==> src/rtl/qps_pkg.sv <==
package qps_pkg;
  localparam int PHASES   = 4;
  localparam int IDX_W    = $clog2(PHASES);
  localparam int HALF     = PHASES / 2;
  localparam int WAIT_IDX = 2;

  typedef struct packed {
    logic             run;
    logic [IDX_W-1:0] idx;
  } seq_state_t;

  localparam logic [IDX_W-1:0] LAST_IDX  = IDX_W'(PHASES - 1);
  localparam logic [IDX_W-1:0] HOLD_IDX  = IDX_W'(WAIT_IDX);
  localparam seq_state_t       IDLE_STATE = '{run: 1'b0, idx: '0};
  localparam seq_state_t       FIRST_STATE = '{run: 1'b1, idx: '0};
endpackage

==> src/rtl/qps_wait_sync.sv <==
module qps_wait_sync #(
  parameter int SYNC_STAGES = 2
) (
  input  logic clk,
  input  logic rst,
  input  logic req_n,
  output logic hold
);
  logic [SYNC_STAGES-1:0] chain;

  always_ff @(posedge clk) begin
    if (rst) chain <= '1;
    else     chain <= {chain[SYNC_STAGES-2:0], req_n};
  end

  assign hold = ~chain[SYNC_STAGES-1];
endmodule

==> src/rtl/qps_step_ctrl.sv <==
module qps_step_ctrl (
  input  logic clk,
  input  logic rst,
  input  logic step_mode,
  input  logic step_req,
  input  logic idle,
  output logic go
);
  logic step_q;
  logic pend;
  logic rise;
  logic start;

  assign rise  = step_req & ~step_q;
  assign go    = ~step_mode | rise | pend;
  assign start = idle & go;

  always_ff @(posedge clk) begin
    if (rst) begin
      step_q <= 1'b0;
      pend   <= 1'b0;
    end else begin
      step_q <= step_req;
      pend   <= step_mode & ~start & (pend | rise);
    end
  end
endmodule

==> src/rtl/qps_stage_seq.sv <==
module qps_stage_seq
  import qps_pkg::*;
(
  input  logic       clk,
  input  logic       rst,
  input  logic       hold,
  input  logic       step_mode,
  input  logic       go,
  output logic       idle,
  output seq_state_t nxt
);
  seq_state_t cur;

  always_comb begin
    nxt = cur;
    if (!cur.run) begin
      if (go) nxt = FIRST_STATE;
    end else if (cur.idx == HOLD_IDX && hold) begin
      nxt = cur;
    end else if (cur.idx == LAST_IDX) begin
      nxt = step_mode ? IDLE_STATE : FIRST_STATE;
    end else begin
      nxt.idx = cur.idx + IDX_W'(1);
    end
  end

  always_ff @(posedge clk) begin
    if (rst) cur <= IDLE_STATE;
    else     cur <= nxt;
  end

  assign idle = ~cur.run;
endmodule

==> src/rtl/qps_out_reg.sv <==
module qps_out_reg
  import qps_pkg::*;
(
  input  logic              clk,
  input  logic              rst,
  input  seq_state_t        nxt,
  output logic [PHASES-1:0] ph_n,
  output logic              grp_early_n,
  output logic              grp_late_n
);
  genvar gi;
  generate
    for (gi = 0; gi < PHASES; gi++) begin : g_phase
      always_ff @(posedge clk) begin
        if (rst) ph_n[gi] <= 1'b1;
        else     ph_n[gi] <= ~(nxt.run && nxt.idx == IDX_W'(gi));
      end
    end
  endgenerate

  always_ff @(posedge clk) begin
    if (rst) begin
      grp_early_n <= 1'b1;
      grp_late_n  <= 1'b1;
    end else begin
      grp_early_n <= ~(nxt.run && nxt.idx <  IDX_W'(HALF));
      grp_late_n  <= ~(nxt.run && nxt.idx >= IDX_W'(HALF));
    end
  end
endmodule

==> src/rtl/quad_phase_clkgen.sv <==
module quad_phase_clkgen
  import qps_pkg::*;
#(
  parameter int SYNC_STAGES = 2
) (
  input  logic              clk,
  input  logic              rst,
  input  logic              wait_n,
  input  logic              step_mode,
  input  logic              step_req,
  output logic [PHASES-1:0] ph_n,
  output logic              grp_early_n,
  output logic              grp_late_n
);
  logic       wait_act;
  logic       go;
  logic       idle;
  seq_state_t nxt;

  qps_wait_sync #(.SYNC_STAGES(SYNC_STAGES)) u_sync (
    .clk(clk), .rst(rst), .req_n(wait_n), .hold(wait_act)
  );

  qps_step_ctrl u_step (
    .clk(clk), .rst(rst), .step_mode(step_mode), .step_req(step_req),
    .idle(idle), .go(go)
  );

  qps_stage_seq u_seq (
    .clk(clk), .rst(rst), .hold(wait_act), .step_mode(step_mode),
    .go(go), .idle(idle), .nxt(nxt)
  );

  qps_out_reg u_out (
    .clk(clk), .rst(rst), .nxt(nxt), .ph_n(ph_n),
    .grp_early_n(grp_early_n), .grp_late_n(grp_late_n)
  );
endmodule

==> config.mk <==
export PLATFORM = sky130hd
export DESIGN_NAME = quad_phase_clkgen
export DESIGN_NICKNAME = d
export VERILOG_FILES = /design/src/rtl/qps_pkg.sv /design/src/rtl/qps_wait_sync.sv /design/src/rtl/qps_step_ctrl.sv /design/src/rtl/qps_stage_seq.sv /design/src/rtl/qps_out_reg.sv /design/src/rtl/quad_phase_clkgen.sv
export SDC_FILE = /design/constraint.sdc
export NUM_CORES = 1
export LEC_CHECK = 0
export BUFFER_PORTS_ARGS = -buffer_cell sky130_fd_sc_hd__buf_2
export CORE_MARGIN = 4
export CORE_UTILIZATION = 26
export CTS_CLUSTER_SIZE = 12
export DETAILED_ROUTE_END_ITERATION = 8
export GPL_ROUTABILITY_DRIVEN = 0
export PLACE_DENSITY = 0.41
export SLEW_MARGIN = 20
export SYNTH_ARGS = -nofsm -noshare
export SYNTH_HDL_FRONTEND = slang
export SYNTH_SLANG_ARGS = --single-unit
==> constraint.sdc <==
create_clock -name clk -period 3.5 [get_ports clk]
set_input_delay 0.35 -clock clk [delete_from_list [all_inputs] [get_ports clk]]
set_output_delay 0.35 -clock clk [all_outputs]
set_load 0.005 [all_outputs]
==> results.md <==
- Run status: completed
- Total of hold buffers inserted after clock tree synthesis: 0
- Final routed wirelength across all metal layers: 750 µm
- Worst-case clock buffer depth: 2
- Slowest cell on the critical path: dfxtp_1
- Global-route wire length before repair: ~1.3 mm
- Post-layout nets: 64
- Clock-pin slew reported for the worst setup and hold paths after clock tree synthesis: 0.07 ns
- Maximum number of pins on one net before global-route repair: 8
- Hold_sp: wait_n
- CTS sink count: 13
- Die area: 2510 µm²
- Cell with the most instances after synthesis: dfxtp_1
- Total nets after synthesis: 49
- Tot GR Track Use: 7.42%
- Finished Core Util: 35.6%
- Unrepaired setup endpoints after global routing: false
- Fraction of final layout cells sized beyond drive strength 1: 30.4%
- Cell type with the highest aggregate area in the netlist: dfxtp_1
- Post-route antenna net violation count: 0
- Number of CTS-inserted buffers: 3
- Post-synth top flop: dfxtp_1
- Skew final: 0.00176 ns
- Worst rel slew slack: 81.4%
- Insertion delay of the later-clocked pin in the worst-skew pair: 0.27 ns
- Number of rows in the core area: 14
- Number of gates resized after CTS: 0
- Sequential Power Share: 58.6%
- Diode count: 0
- Count of final max-slew check failures: 0
- Initial Utilization: 29.0%
- Count of distinct cell types in the synthesized netlist: 17
- Critical path startpoint: u_seq.cur[0]
- Switching share of power: between 20% and 30%
- Category of the worst setup path launch point: flip-flop
- Area delta synth->final: 23.0%
- Horizontal extent of the die: about 50 µm
- Critical path capture point type: flip-flop
- Detailed placement HPWL: 614 µm
- Accumulated negative setup slack: 0 ns
- Antenna violations before repair: 0
- Height of the chip: 50.1 µm
- Worst Hold Slack: 0.261 ns
- Setup fix buffers added after clock tree synthesis: 0
- Average cell area after synthesis: around 11 µm²
- Cell Int Power: 0.213 mW
- Crit Path Class: flip-flop to flip-flop
- Via Count: 310
- Delay-heaviest family, CP: flip-flops
- Detailed-router iteration count before antenna repair: 2
- Worst IR Drop VDD: 0.000160 V
- Remaining routing DRC violations: 0
- Top post-synthesis cells by area: dfxtp_1 (56%), ha_1 (5.4%), nor4b_4 (5.1%), nand2_1 (4.1%), nor2b_1 (4.1%)
- Mean routed wirelength per cell: 9.38 µm
- Relative contribution of the clock network to total power: between 30% and 40%
- Sequential-to-total area share from yosys stat: 56.4%
- Count of pins on the block boundary: 11
- Critical path peak fanout: 5
- Post-route minimum period: 1.34 ns
- Highest clock rate: 0.747 GHz
- Vias per inst: 3.88
- Placeable core region: 1590 µm²
- Synth Register Bits: 13
- Initial DRC Count: 3
- Count of endpoints failing hold in the final timing report: 0
- Max-cap violations: 0
- Yosys warning count: 0
- Lkg Pwr: 0.252 nW
- Area share of the leading cell type in the synthesized netlist: 56.4%
- P per Cell Area: 482 nW/µm²
- Slew at the pin with the worst max-slew slack: ~0.28 ns
- Top post-synthesis cells by count: dfxtp_1 (13), nand2_1 (5), inv_1 (3), nor2b_1 (3)
- Worst flop-to-flop path startpoint: u_seq.cur[0]
- Quantity of I/O buffers inserted on ports: 10
- Hold/Removal Path Class: input port to flip-flop
- Synthesized instance count: 42
- Number of levels in the clock H-tree: 1
- Cell at the root of the clock tree: clkbuf_4
- Critical path's largest stage delay: 0.40 ns
- Arrival time of data at the critical path endpoint: between 1 and 1.5 ns
- Post-synthesis async set-or-reset flop share: 0%
- Cell area after synthesis: 462 µm²
- Number of enable-type register cells in the synthesized netlist: 0
- Sw Pwr: 0.0614 mW
- Number of buffer and inverter instances along the worst setup path: 1
- CP required: 3.65 ns
- Number of global-route vias before repair: between 300 and 400
- Cells along the critical path: inv_1, ha_1, nand2b_4, mux2i_1, nand2b_1, nand3_1
- TritonCTS clock tree: done
- Part of the total power dissipated in combinational logic: 9.1%
- Final Setup Violations: 0
- Total grt overflow: 0
- Portion of the clock cycle consumed by the worst path in the final layout: a little under two fifths
## final timing paths
kind                                        end  slack, ns  cells after the start
worst min register to register  u_sync.chain[1]       0.41                      1
worst max register to register    u_out.ph_n[0]       2.16                      6
worst min-delay path            u_sync.chain[0]       0.26                      2
worst max-delay path              u_out.ph_n[0]       2.16                      6
## cell usage in the layout, fill, tap and decap left out, drive strengths merged
| master | count |
|---|---|
| mux2i | 1 |
| inv | 3 |
| o2111a | 1 |
| a41o | 1 |
| nor2b | 3 |
| buf | 10 |
| ha | 2 |
| nor4b | 1 |
| nand2 | 5 |
| nand2b | 3 |
| a21oi | 2 |
| clkbuf | 4 |
| nand3 | 2 |
| nor2 | 3 |
| or2 | 2 |
| dfxtp | 13 |
## area by class of cell
cell class	count	area [µm²]
Timing Repair Buffer	10	50.0
Inverter	3	11.3
Sequential cell	13	260
Fill cell	167	1030
Tap cell	24	30.0
Multi-Input combinational cell	26	190
Clock buffer	4	26.3
## cell families after synthesis
family,count (synthesis),synth area share [%]
buffers and inverters,3,2.44
flip-flops,13,56.4
multiplexers,1,2.17
adder cells (fa/ha/maj),2,5.42
AO/OA/AOI/OAI,4,6.78
AND/OR/NAND/NOR,19,26.8
## power groups by stage
stage,logic [mW],registers [mW],clock network [mW]
2_1_floorplan,0.0148,0.164,0
3_3_place_gp,0.0255,0.164,0
3_5_place_dp,0.0256,0.164,0
4_1_cts,0.0257,0.161,0.0940
5_1_grt,0.0288,0.162,0.100
6_report,0.0251,0.161,0.0883
## flip-flops by register name (all words and copies together), names as in the netlist
name / flops
u_seq.cur: 3
u_sync.chain: 2
u_out.grp_early_n: 1
u_step.pend: 1
u_out.ph_n: 4
u_out.grp_late_n: 1
u_step.step_q: 1
## per-layer routing
metal	share of wire (%)	vias to the layer above	wire length, µm	track usage, %
met2	47	6	356	10.0
met4	0.80	0	6	6.91
met3	5.1	2	38	3.55
met1	47	137	349	8.48
li1	-	165	-	-
met5	0	-	0	0
## through the flow
step / total power, mW / std cells / worst slack, ns / cell area [µm²]
final: 0.274 / 80 / 2.16 / 568
after global routing: 0.291 / 80 / 1.98 / 568
after CTS: 0.281 / 80 / 2.13 / 568
after detailed placement: 0.190 / 76 / 2.15 / 542
after global placement: 0.190 / 76 / 2.18 / 542
after floorplan: 0.179 / 42 / 2.28 / 462
No activity file was read; power rests on OpenSTA's default activity.
